==> config.mk <==
export PLATFORM = sky130hd
export DESIGN_NAME = touch_adc_host
export DESIGN_NICKNAME = d
export VERILOG_FILES = /design/src/rtl/touch_adc_pkg.sv /design/src/rtl/touch_adc_tick.sv /design/src/rtl/touch_adc_rx.sv /design/src/rtl/touch_adc_slot.sv /design/src/rtl/touch_adc_host.sv
export SDC_FILE = /design/constraint.sdc
export NUM_CORES = 1
export LEC_CHECK = 0
export BUFFER_PORTS_ARGS = -buffer_cell sky130_fd_sc_hd__buf_4
export CORE_MARGIN = 2
export CORE_UTILIZATION = 57
export DETAILED_ROUTE_END_ITERATION = 16
export GPL_ROUTABILITY_DRIVEN = 0
export PLACE_DENSITY = 0.78
export SYNTH_ARGS = -nofsm -noshare
export SYNTH_HDL_FRONTEND = slang
export SYNTH_SLANG_ARGS = --single-unit
==> constraint.sdc <==
create_clock -name clk -period 3 [get_ports clk]
set_clock_uncertainty 0.05 [all_clocks]
set_input_delay 0.6 -clock clk [delete_from_list [all_inputs] [get_ports clk]]
set_output_delay 0.6 -clock clk [all_outputs]
set_load 0.1 [all_outputs]
==> src/rtl/touch_adc_pkg.sv <==
package touch_adc_pkg;

    localparam int CTRL_BITS   = 8;
    localparam int FRAME_CLKS  = 24;
    localparam int RES_FIRST   = 10;
    localparam int SLOT_WIDE   = 15;
    localparam int SLOT_NARROW = 11;
    localparam int RES_WIDE    = 12;
    localparam int RES_NARROW  = 8;
    localparam int POS_W       = $clog2(FRAME_CLKS + 1);

    typedef struct packed {
        logic [2:0] chan;
        logic       narrow;
        logic       ref_single;
        logic [1:0] pd;
    } adc_cmd_t;

    typedef enum logic [1:0] {
        ST_IDLE,
        ST_LOW,
        ST_HIGH,
        ST_END
    } host_state_e;

    function automatic logic [CTRL_BITS-1:0] ctrl_byte(adc_cmd_t c);
        return {1'b1, c.chan, c.narrow, c.ref_single, c.pd};
    endfunction

endpackage

==> src/rtl/touch_adc_tick.sv <==
module touch_adc_tick #(
    parameter int HALF = 2
) (
    input  logic clk,
    input  logic rst_n,
    output logic tick
);
    localparam int CW = (HALF > 1) ? $clog2(HALF) : 1;

    logic [CW-1:0] cnt;

    always_ff @(posedge clk) begin
        if (!rst_n) begin
            cnt  <= '0;
            tick <= 1'b0;
        end else if (cnt == CW'(HALF - 1)) begin
            cnt  <= '0;
            tick <= 1'b1;
        end else begin
            cnt  <= cnt + CW'(1);
            tick <= 1'b0;
        end
    end

endmodule

==> src/rtl/touch_adc_rx.sv <==
module touch_adc_rx
    import touch_adc_pkg::*;
#(
    parameter int W = RES_WIDE
) (
    input  logic         clk,
    input  logic         rst_n,
    input  logic         sample,
    input  logic         first,
    input  logic         narrow_i,
    input  logic         bit_i,
    output logic         done,
    output logic [W-1:0] data
);
    localparam int CW = $clog2(W + 1);

    logic          active;
    logic          narrow_q;
    logic [CW-1:0] cnt;
    logic [CW-1:0] cnt_n;
    logic [CW-1:0] len;
    logic [W-1:0]  sr;
    logic [W-1:0]  sr_n;

    assign sr_n  = {sr[W-2:0], bit_i};
    assign cnt_n = cnt + CW'(1);
    assign len   = narrow_q ? CW'(RES_NARROW) : CW'(W);

    always_ff @(posedge clk) begin
        if (!rst_n) begin
            active   <= 1'b0;
            narrow_q <= 1'b0;
            cnt      <= '0;
            sr       <= '0;
            done     <= 1'b0;
            data     <= '0;
        end else begin
            done <= 1'b0;
            if (sample && first) begin
                sr       <= sr_n;
                cnt      <= CW'(1);
                active   <= 1'b1;
                narrow_q <= narrow_i;
            end else if (sample && active) begin
                sr  <= sr_n;
                cnt <= cnt_n;
                if (cnt_n == len) begin
                    done   <= 1'b1;
                    active <= 1'b0;
                    data   <= narrow_q ? W'(sr_n[RES_NARROW-1:0]) : sr_n;
                end
            end
        end
    end

endmodule

==> src/rtl/touch_adc_slot.sv <==
module touch_adc_slot
    import touch_adc_pkg::*;
(
    input  logic     clk,
    input  logic     rst_n,
    input  logic     push,
    input  adc_cmd_t push_cmd,
    input  logic     pop,
    output logic     valid,
    output adc_cmd_t cmd
);
    always_ff @(posedge clk) begin
        if (!rst_n) begin
            valid <= 1'b0;
            cmd   <= '0;
        end else if (push) begin
            valid <= 1'b1;
            cmd   <= push_cmd;
        end else if (pop) begin
            valid <= 1'b0;
        end
    end

endmodule

==> src/rtl/touch_adc_host.sv <==
module touch_adc_host
    import touch_adc_pkg::*;
#(
    parameter int DCLK_HALF = 2
) (
    input  logic                clk,
    input  logic                rst_n,
    input  logic                req,
    input  logic [2:0]          chan,
    input  logic                narrow,
    input  logic                ref_single,
    input  logic [1:0]          pd,
    input  logic                overlap_en,
    output logic                busy,
    output logic                done,
    output logic [RES_WIDE-1:0] result,
    output logic                cs_n,
    output logic                dclk,
    output logic                din,
    input  logic                dout
);
    host_state_e state, state_n;

    logic                 tick;
    logic [POS_W-1:0]     pos;
    logic [POS_W-1:0]     pos_inc;
    logic [POS_W-1:0]     slot;
    adc_cmd_t             cur;
    adc_cmd_t             q_cmd;
    adc_cmd_t             req_cmd;
    logic                 q_valid;
    logic                 push;
    logic                 pop;
    logic                 launch;
    logic                 relaunch;
    logic                 sample;
    logic                 first;
    logic [CTRL_BITS-1:0] cur_byte;
    logic [CTRL_BITS-1:0] q_byte;

    touch_adc_tick #(.HALF(DCLK_HALF)) u_tick (
        .clk  (clk),
        .rst_n(rst_n),
        .tick (tick)
    );

    assign req_cmd  = '{chan: chan, narrow: narrow, ref_single: ref_single, pd: pd};
    assign push     = req && !q_valid && (state == ST_IDLE || overlap_en);
    assign pos_inc  = pos + POS_W'(1);
    assign slot     = cur.narrow ? POS_W'(SLOT_NARROW) : POS_W'(SLOT_WIDE);
    assign launch   = (state == ST_IDLE) && tick && q_valid;
    assign relaunch = (state == ST_HIGH) && tick && overlap_en && q_valid && (pos == slot);
    assign pop      = launch || relaunch;
    assign sample   = (state == ST_LOW) && tick;
    assign first    = sample && (pos_inc == POS_W'(RES_FIRST));
    assign cur_byte = ctrl_byte(cur);
    assign q_byte   = ctrl_byte(q_cmd);
    assign busy     = (state != ST_IDLE) || q_valid;

    touch_adc_slot u_slot (
        .clk     (clk),
        .rst_n   (rst_n),
        .push    (push),
        .push_cmd(req_cmd),
        .pop     (pop),
        .valid   (q_valid),
        .cmd     (q_cmd)
    );

    touch_adc_rx #(.W(RES_WIDE)) u_rx (
        .clk     (clk),
        .rst_n   (rst_n),
        .sample  (sample),
        .first   (first),
        .narrow_i(cur.narrow),
        .bit_i   (dout),
        .done    (done),
        .data    (result)
    );

    // State register
    always_ff @(posedge clk) begin
        if (!rst_n) begin
            state <= ST_IDLE;
        end else begin
            state <= state_n;
        end
    end

    // Transitions
    always_comb begin
        state_n = state;
        unique case (state)
            ST_IDLE: if (launch) state_n = ST_LOW;
            ST_LOW:  if (tick) state_n = ST_HIGH;
            ST_HIGH: begin
                if (tick) begin
                    if (relaunch) begin
                        state_n = ST_LOW;
                    end else if (pos == POS_W'(FRAME_CLKS)) begin
                        state_n = ST_END;
                    end else begin
                        state_n = ST_LOW;
                    end
                end
            end
            ST_END:  if (tick) state_n = ST_IDLE;
            default: state_n = ST_IDLE;
        endcase
    end

    // Pins and frame position
    always_ff @(posedge clk) begin
        if (!rst_n) begin
            cs_n <= 1'b1;
            dclk <= 1'b0;
            din  <= 1'b0;
            pos  <= '0;
            cur  <= '0;
        end else if (tick) begin
            unique case (state)
                ST_IDLE: begin
                    if (q_valid) begin
                        cs_n <= 1'b0;
                        din  <= q_byte[CTRL_BITS-1];
                        cur  <= q_cmd;
                        pos  <= '0;
                    end
                end
                ST_LOW: begin
                    dclk <= 1'b1;
                    pos  <= pos_inc;
                end
                ST_HIGH: begin
                    dclk <= 1'b0;
                    if (relaunch) begin
                        din <= q_byte[CTRL_BITS-1];
                        cur <= q_cmd;
                        pos <= '0;
                    end else if (pos < POS_W'(CTRL_BITS)) begin
                        din <= cur_byte[3'd7 - pos[2:0]];
                    end else begin
                        din <= 1'b0;
                    end
                end
                ST_END: begin
                    cs_n <= 1'b1;
                end
                default: cs_n <= 1'b1;
            endcase
        end
    end

endmodule

==> reports/results.txt, run 1 <==
Number of synthesized register bits: 57
Worst-path clk slew: 0.07 ns
Post-synthesis sequential area ratio: 46.2%
Antenna viol nets, final: 0
Cell area after synthesis: 0.00247 mm2
Total Neg Setup Slack: 0 ns
Area grow syn2layout: 17.5%
# resized after CTS: 0
CTS tree: built
Hold Path Class: reg -> reg
Post-synthesis net count: 287
Port Buf Inserts: 28
Die H: 69.8 um
Max-Cap Viols: 0
Post-synth ARST share: 0%
Clock buffer depth: 2
Initial Util: 60.5%
VDD IR max: 0.354 mV
Pwr dens: 598 mW/mm2
Synth top area share: 46.2%
Unrepaired setup endpoints after global routing: false
Largest net degree at the start of global routing: 43
Setup violators final: 0
Final core occ: 71.1%
Most instantiated library cell after synthesis: dfxtp_1
Clock buffer count from CTS: 9
Synth top cells by count: dfxtp_1 (57), mux2i_1 (32), nand2_1 (32), nor2_1 (27), nand3_1 (19)
Min Tclk post-route: 2.40 ns
Std cell rows: 23
Initial antenna violation count: 0
# hold bufs at CTS: 0
Via-per-instance ratio: 5.39
Worst-path fanout max: 12
Cells taking the most area after synthesis: dfxtp_1 (46%), mux2i_1 (13%), nand2_1 (4.9%)
Final Hold Viols: 0
Core footprint: 0.00409 mm2
Post-CTS Setup Bufs: 0
Final WL: 4550 um
Reg2reg setup slack: 0.60 ns
Syn avg cell area: 9.29 um2
Max Slew Vio Count: 0
Leakage: 1.32 nW
Placed cells: 331
DR pass1 iterations: 5
Yosys cell types: 39
Clock Sinks: 57
Req. time, crit path: 3.21 ns
Max Freq: 418 MHz
Worst-Skew Late Latency: 0.34 ns
Layout cell share with drive strength beyond 1: 17.5%
HPWL after DPL: 3000 um
Full die area: 0.00488 mm2
Die Wd: 69.8 um
Crit path arrival time: 2.61 ns
Ys Warns: 0
Worst slew pin tran: 0.742 ns
# IOs: 29
CP Capture Type: flip-flop
Total grt overflow: 0
Antenna diode count: 0
H-tree depth: 3
Vias in the first global route: 1793
Post-synth EDFFs: 0
Status: finished clean
Drt wl/cell: 13.1 um
CTS Root Cell: clkbuf_8
Setup CP Type: reg -> reg
Total Routing Usage GR: 20.4%
Remaining DRCs: 0
Cell accounting for the most synthesized area: dfxtp_1
Headroom to the max-slew limit: 50.5%
# fillers: 336
Non-Filler Instances: 347
Primary FF master, synth: dfxtp_1
First-pass GRT wire length: 7890 um
DRT iter0 DRCs: 78
Crit start category: flip-flop
Final period utilization: 79.8%
Synth Instances: 266
Layout net count: 313
Via count: 1872
==> registers in the layout, summed over array words and instances, names as in the netlist, 2 cells and up <==
name / flops
u_rx.data: 12
u_slot.cmd: 7
u_rx.cnt: 4
state: 2
pos: 5
u_rx.sr: 11
cur: 7
==> power breakdown <==
| part | total (mW) | internal (mW) | leakage, nW | switching (mW) |
|---|---|---|---|---|
| Sequential | 0.782 | 0.771 | 0.461 | 0.0109 |
| Combinational | 0.113 | 0.0382 | 0.732 | 0.0746 |
| Clock | 0.842 | 0.535 | 0.123 | 0.307 |
| Total | 1.74 | 1.34 | 1.32 | 0.392 |
==> cell families (layout without fill, tap and decap cells) <==
kind of cell	Yosys count	count (layout)	synth area share, %
AOI/OAI and AO/OA	32	32	7.24
xor gates and xnor gates	9	9	3.19
adders and majority gates	9	9	4.56
buffers and inverters	22	53	4.86
DFF	57	57	46.2
muxes	34	34	14.3
and+or+nand+nor	103	103	19.6
==> layout make-up <==
type / instances / area, um2 / area share [%]
clock inverter: 4 / 73.8 / 2.54
sequential: 57 / 1140 / 39.3
clock buffer: 12 / 165 / 5.69
timing repair buffer: 30 / 225 / 7.76
tap: 50 / 62.6 / 2.15
inverter: 7 / 26.3 / 0.905
multi-input combinational: 187 / 1210 / 41.7
==> worst paths after layout <==
kind | from | endpoint | depth (start not counted)
hold reg to reg | u_tick.cnt$_SDFF_PP0_ | u_tick.cnt$_SDFF_PP0_ | 1
setup / recovery | pos[0]$_SDFFE_PN0P_ | u_rx.data[0]$_SDFFE_PN0P_ | 6
setup reg to reg | pos[0]$_SDFFE_PN0P_ | u_rx.data[0]$_SDFFE_PN0P_ | 6
hold / removal | u_tick.cnt$_SDFF_PP0_ | u_tick.cnt$_SDFF_PP0_ | 1
==> per-layer routing <==
| metal | GRT usage [%] | vias to the layer above | share of wire [%] |
|---|---|---|---|
| li1 | - | 962 | - |
| met1 | 23.9 | 866 | 48 |
| met2 | 34.0 | 37 | 47 |
| met3 | 9.30 | 7 | 4.8 |
| met4 | 5.13 | 0 | 0.68 |
| met5 | 0 | - | 0 |
==> placed cells by master, fill, tap and decap left out, types with 6 or more instances in the layout <==
master / count
dfxtp_1: 57
nand2_1: 32
mux2i_1: 32
buf_4: 30
nor2_1: 27
nand3_1: 19
o21ai_0: 14
clkbuf_8: 12
a21oi_1: 11
ha_1: 9
inv_1: 6
xor2_1: 6
==> stage by stage <==
stage               hold WS (ns)  power, mW  worst slack (ns)  instance area (um2)
floorplan                  0.334      0.884             0.662                 2470
global placement           0.342      0.908             0.704                 2670
detailed placement         0.347      0.910             0.626                 2670
CTS                        0.380       1.75             0.600                 2900
global route               0.409       1.80             0.396                 2900
finish                     0.378       1.74             0.605                 2900
==> critical path: stages (launching register included) <==
cell	delay (ns)
dfxtp_1	0.49
ha_1	0.31
nand3_1	0.11
xor2_1	0.23
nand3_1	0.24
nand2b_1	0.61
mux2i_1	0.27
Note: power is estimated with default switching activity, not from simulation.
==> run 2, diff against run 1 <==
Settings changed: CORE_UTILIZATION 57 to 51, PLACE_DENSITY 0.78 to 0.74.
Clock period 3 ns to 2.1 ns, I/O delays scaled along.
==> reports/results.txt, run 2 (synthesized netlist as in run 1, its figures left out) <==
Vias in the first global route: 1723
Max Freq: 505 MHz
Area grow syn2layout: 18.3%
Clock Sinks: 57
Drt wl/cell: 12.6 um
Launch point of the worst reg-to-reg path: state[0]$_SDFFE_PN0P_
CTS Root Cell: clkbuf_8
Worst-path clk slew: 0.06 ns
Hold Startpoint: pd[1]
Worst hold path endpoint: u_slot.cmd[1]$_SDFFE_PN0P_
Initial antenna violation count: 0
Largest registers: u_rx.data: 12 flops, u_rx.sr: 11 flops
Clock buffer depth: 2
Largest register by flop count: u_rx.data
Req. time, crit path: 1.63 ns
Min Tclk post-route: 1.98 ns
Worst-Skew Late Latency: 0.33 ns
CTS tree: built
Reg2reg end: pos[2]$_SDFFE_PN0P_
Worst Reg-to-Reg Cells: 7
# IOs: 29
Post-CTS Setup Bufs: 0
Antenna diode count: 0
Hold depth: 3
Crit path arrival time: 1.51 ns
Die Wd: 73.6 um
Hold Path Class: in -> reg
Status: finished clean
First-pass GRT wire length: 7630 um
Max-Cap Viols: 0
CP Capture Type: output pin
Design Power: 2.18 mW
DR pass1 iterations: 4
Unrepaired setup endpoints after global routing: false
Setup violators final: 0
Total Neg Setup Slack: 0 ns
Largest net degree at the start of global routing: 29
Initial Util: 52.7%
Die H: 73.6 um
Via count: 1865
Largest register FFs: 12
Final core occ: 62.3%
Final Hold Viols: 0
Headroom to the max-slew limit: 68.6%
Layout cell share with drive strength beyond 1: 21.2%
Max Slew Vio Count: 0
Worst-path fanout max: 6
Full die area: 0.00542 mm2
Via-per-instance ratio: 5.18
# fillers: 418
Core footprint: 0.00469 mm2
Crit start category: flip-flop
H-tree depth: 3
Port Buf Inserts: 28
Commonest cells after routing, fill and taps aside: dfxtp_1 (55), buf_4 (39), mux2i_1 (32)
Total grt overflow: 0
VDD IR max: 0.509 mV
Commonest non-fill, non-tap cell in the layout: dfxtp_1
Dpl ws: 0.100 ns
Final WL: 4550 um
Final period utilization: 94.2%
Worst slew pin tran: 0.470 ns
Pwr dens: 745 mW/mm2
HPWL after DPL: 3160 um
Reg2reg setup slack: 0.13 ns
Setup CP Type: reg -> out
Layout net count: 322
Remaining DRCs: 0
Antenna viol nets, final: 0
Final worst setup slack: 0.122 ns
Std cell rows: 25
Total Routing Usage GR: 18.9%
DRT iter0 DRCs: 66
Fin Hold WS: 0.271 ns
Clock buffer count from CTS: 9
Leakage: 1.33 nW
## run 2: changes by cell type in the layout (fill, tap and decap cells not counted), moves of 2 or more
cell | before | now
buf_4 | 30 | 39
clkinv_2 | 1 | 3
dfxtp_1 | 57 | 55
bufinv_16 | 2 | 0
clkbuf_1 | 0 | 2
ha_1 | 9 | 7
ha_2 | 0 | 2
dfxtp_2 | 0 | 2
## run 2: layout make-up
class | instances | area, um2 | share of cell area (%)
Timing Repair Buffer | 39 | 293 | 10.0
Tap cell | 54 | 67.6 | 2.31
Sequential cell | 57 | 1140 | 39.1
Multi-Input combinational cell | 187 | 1220 | 41.7
Inverter | 7 | 26.3 | 0.899
Clock inverter | 3 | 15.0 | 0.513
Clock buffer | 13 | 159 | 5.43
## run 2: worst max-delay path by stage
stage,startpoint,endpoint,slack [ns],depth (start not counted)
after detailed placement,state[0]$_SDFFE_PN0P_,pos[2]$_SDFFE_PN0P_,0.10,7
after CTS,state[0]$_SDFFE_PN0P_,pos[2]$_SDFFE_PN0P_,0.08,7
after floorplan,pos[0]$_SDFFE_PN0P_,pos[2]$_SDFFE_PN0P_,0.0008,7
after global placement,state[0]$_SDFFE_PN0P_,pos[2]$_SDFFE_PN0P_,0.14,7
after global routing,state[1]$_SDFFE_PN0P_,u_rx.data[5]$_SDFFE_PN0P_,0.003,9
final,state[1]$_SDFFE_PN0P_,busy,0.12,4
## run 2: metrics by stage
| step | area [um2] | cells |
|---|---|---|
| finish | 2920 | 360 |
| global route | 2920 | 360 |
| CTS | 2920 | 360 |
| detailed placement | 2750 | 344 |
| global placement | 2750 | 344 |
| floorplan | 2480 | 266 |
## run 2: where the power goes
group | switching, mW | leakage [nW] | total, mW | internal (mW)
clock | 0.406 | 0.0932 | 0.893 | 0.487
sequential | 0.0139 | 0.462 | 1.12 | 1.10
combinational | 0.108 | 0.774 | 0.169 | 0.0606
## run 2: repair_timing
action                                  in CTS  in global routing
gates resized for setup                      0                  3
hold buffers                                 0                  0
endpoints found under the setup margin       0                  2
endpoints found under the hold margin        0                  0
## run 2: metal layers
metal / wire length, um / share of wire, % / vias to the layer above / track usage [%]
li1: - / - / 982 / -
met1: 2140 / 47 / 847 / 23.0
met2: 2160 / 48 / 31 / 29.5
met3: 190 / 4.2 / 5 / 8.23
met4: 52 / 1.1 / 0 / 7.27
met5: 0 / 0 / - / 0
## run 2: worst max-delay path, stage by stage (launching register included)
cell and delay (ns):
dfxtp_2 0.34, inv_1 0.08, ha_2 0.22, or2b_4 0.30, buf_4 0.24
==> run 3, diff against run 2 <==
Settings changed: CAP_MARGIN set to 0, CORE_UTILIZATION 51 to 35, PLACE_DENSITY 0.74 to unset.
==> reports/results.txt, run 3 (synthesized netlist as in run 1, its figures left out) <==
Req. time, crit path: 2.30 ns
Headroom to the max-slew limit: 67.2%
Launch point of the worst reg-to-reg path: state[0]$_SDFFE_PN0P_
Unrepaired setup endpoints after global routing: false
Multi-input logic area: 0.00123 mm2
VDD IR max: 0.332 mV
Vias in the first global route: 1758
Reg2reg setup slack: 0.11 ns
Setup CP Type: reg -> reg
Final worst setup slack: 0.108 ns
Final period utilization: 94.8%
Worst Path Buf+Inv: 1
Worst-path clk slew: 0.06 ns
Layout net count: 327
DRT iter0 DRCs: 56
Clock buffer depth: 2
Max-Cap Viols: 0
# hold bufs at CTS: 0
Max Freq: 502 MHz
Die H: 88.0 um
Largest register FFs: 12
Via-per-instance ratio: 4.66
CP Capture Type: flip-flop
Worst-path cell chain: inv_1 > ha_1 > nand4b_1 > o31a_1 > or3_4 > or3_1 > a21oi_1
Pwr dens: 747 mW/mm2
Worst-Skew Late Latency: 0.32 ns
Antenna diode count: 0
Crit start category: flip-flop
Max Slew Vio Count: 0
CTS tree: built
Remaining DRCs: 0
CP peak stage delay: 0.38 ns
Total grt overflow: 0
Full die area: 0.00775 mm2
Total Routing Usage GR: 13.9%
Std cell rows: 30
Crit path arrival time: 2.19 ns
Leakage: 1.37 nW
Dpl ws: 0.100 ns
DR pass1 iterations: 4
Crit path from: state[0]$_SDFFE_PN0P_
Final WL: 4830 um
Clock buffer count from CTS: 9
Post-CTS Setup Bufs: 0
Slowest cell on crit path: or3_4
Register area: 0.00114 mm2
Status: finished clean
Hold Startpoint: chan[2]
Min Tclk post-route: 1.99 ns
Core footprint: 0.00683 mm2
Final Hold Viols: 0
Hold Path Class: in -> reg
Antenna viol nets, final: 0
Clock Sinks: 57
Largest registers: u_rx.data: 12 flops, u_rx.sr: 11 flops
Drt wl/cell: 11.9 um
Worst-path fanout max: 5
Largest net degree at the start of global routing: 29
Setup violators final: 0
Total Neg Setup Slack: 0 ns
HPWL after DPL: 3400 um
# fillers: 706
Area grow syn2layout: 24.0%
Die Wd: 88.0 um
Port Buf Inserts: 28
First-pass GRT wire length: 8180 um
Via count: 1893
Commonest non-fill, non-tap cell in the layout: dfxtp_1
Worst slew pin tran: 0.492 ns
Crit path max-delay family: simple AND/OR/NAND/NOR gates
# IOs: 29
Initial Util: 36.2%
Commonest cells after routing, fill and taps aside: dfxtp_1 (55), buf_4 (43), mux2i_1 (32)
Largest register by flop count: u_rx.data
CTS Root Cell: clkbuf_8
Layout cell share with drive strength beyond 1: 22.3%
H-tree depth: 3
Initial antenna violation count: 0
==> run 3: repair_timing <==
action	in CTS	in global routing
endpoints found under the setup margin	0	1
hold endpoints to repair	0	0
resized for setup	0	3
==> run 3: routing by layer <==
layer | GRT usage (%) | share of wire, % | wire length (um) | vias up
met4 | 10.1 | 2.4 | 114 | 0
met1 | 18.4 | 50 | 2400 | 873
li1 | - | - | - | 986
met5 | 0 | 0 | 0 | -
met2 | 19.8 | 45 | 2170 | 25
met3 | 2.83 | 2.8 | 135 | 9
==> run 3: final timing paths <==
kind	to	cells past startpoint
worst min register to register	u_tick.cnt$_SDFF_PP0_	1
worst max-delay path	pos[2]$_SDFFE_PN0P_	7
worst max register to register	pos[2]$_SDFFE_PN0P_	7
worst min-delay path	u_slot.cmd[6]$_SDFFE_PN0P_	3
==> run 3: metrics by stage <==
step                std cells  util [%]  instance area [um2]  hold slack (ns)  power (mW)
floorplan                 266         -                 2480            0.334        1.27
global placement          391      41.7                 2850            0.344        1.31
detailed placement        391      41.7                 2850            0.348        1.31
CTS                       406      44.6                 3050            0.252        2.34
global route              406      44.9                 3060            0.278        2.39
finish                    406      44.9                 3060            0.270        2.29
==> run 3: area by class of cell <==
cell class                      count  area share [%]
Inverter                            7           0.857
Clock inverter                      2            1.22
Timing Repair Buffer               44            11.2
Tap cell                           96            3.92
Multi-Input combinational cell    187            40.3
Sequential cell                    57            37.3
Clock buffer                       13            5.19
==> run 3: tightest hold or removal path: stages <==
cell,delay [ns]
buf_4,0.07
mux2i_1,0.05
nor2_1,0.07
==> run 3: power by group <==
group | switching [mW] | leakage (nW) | internal, mW
Sequential | 0.0133 | 0.462 | 1.10
Clock | 0.396 | 0.0957 | 0.607
Combinational | 0.110 | 0.809 | 0.0612
Total | 0.520 | 1.37 | 1.77
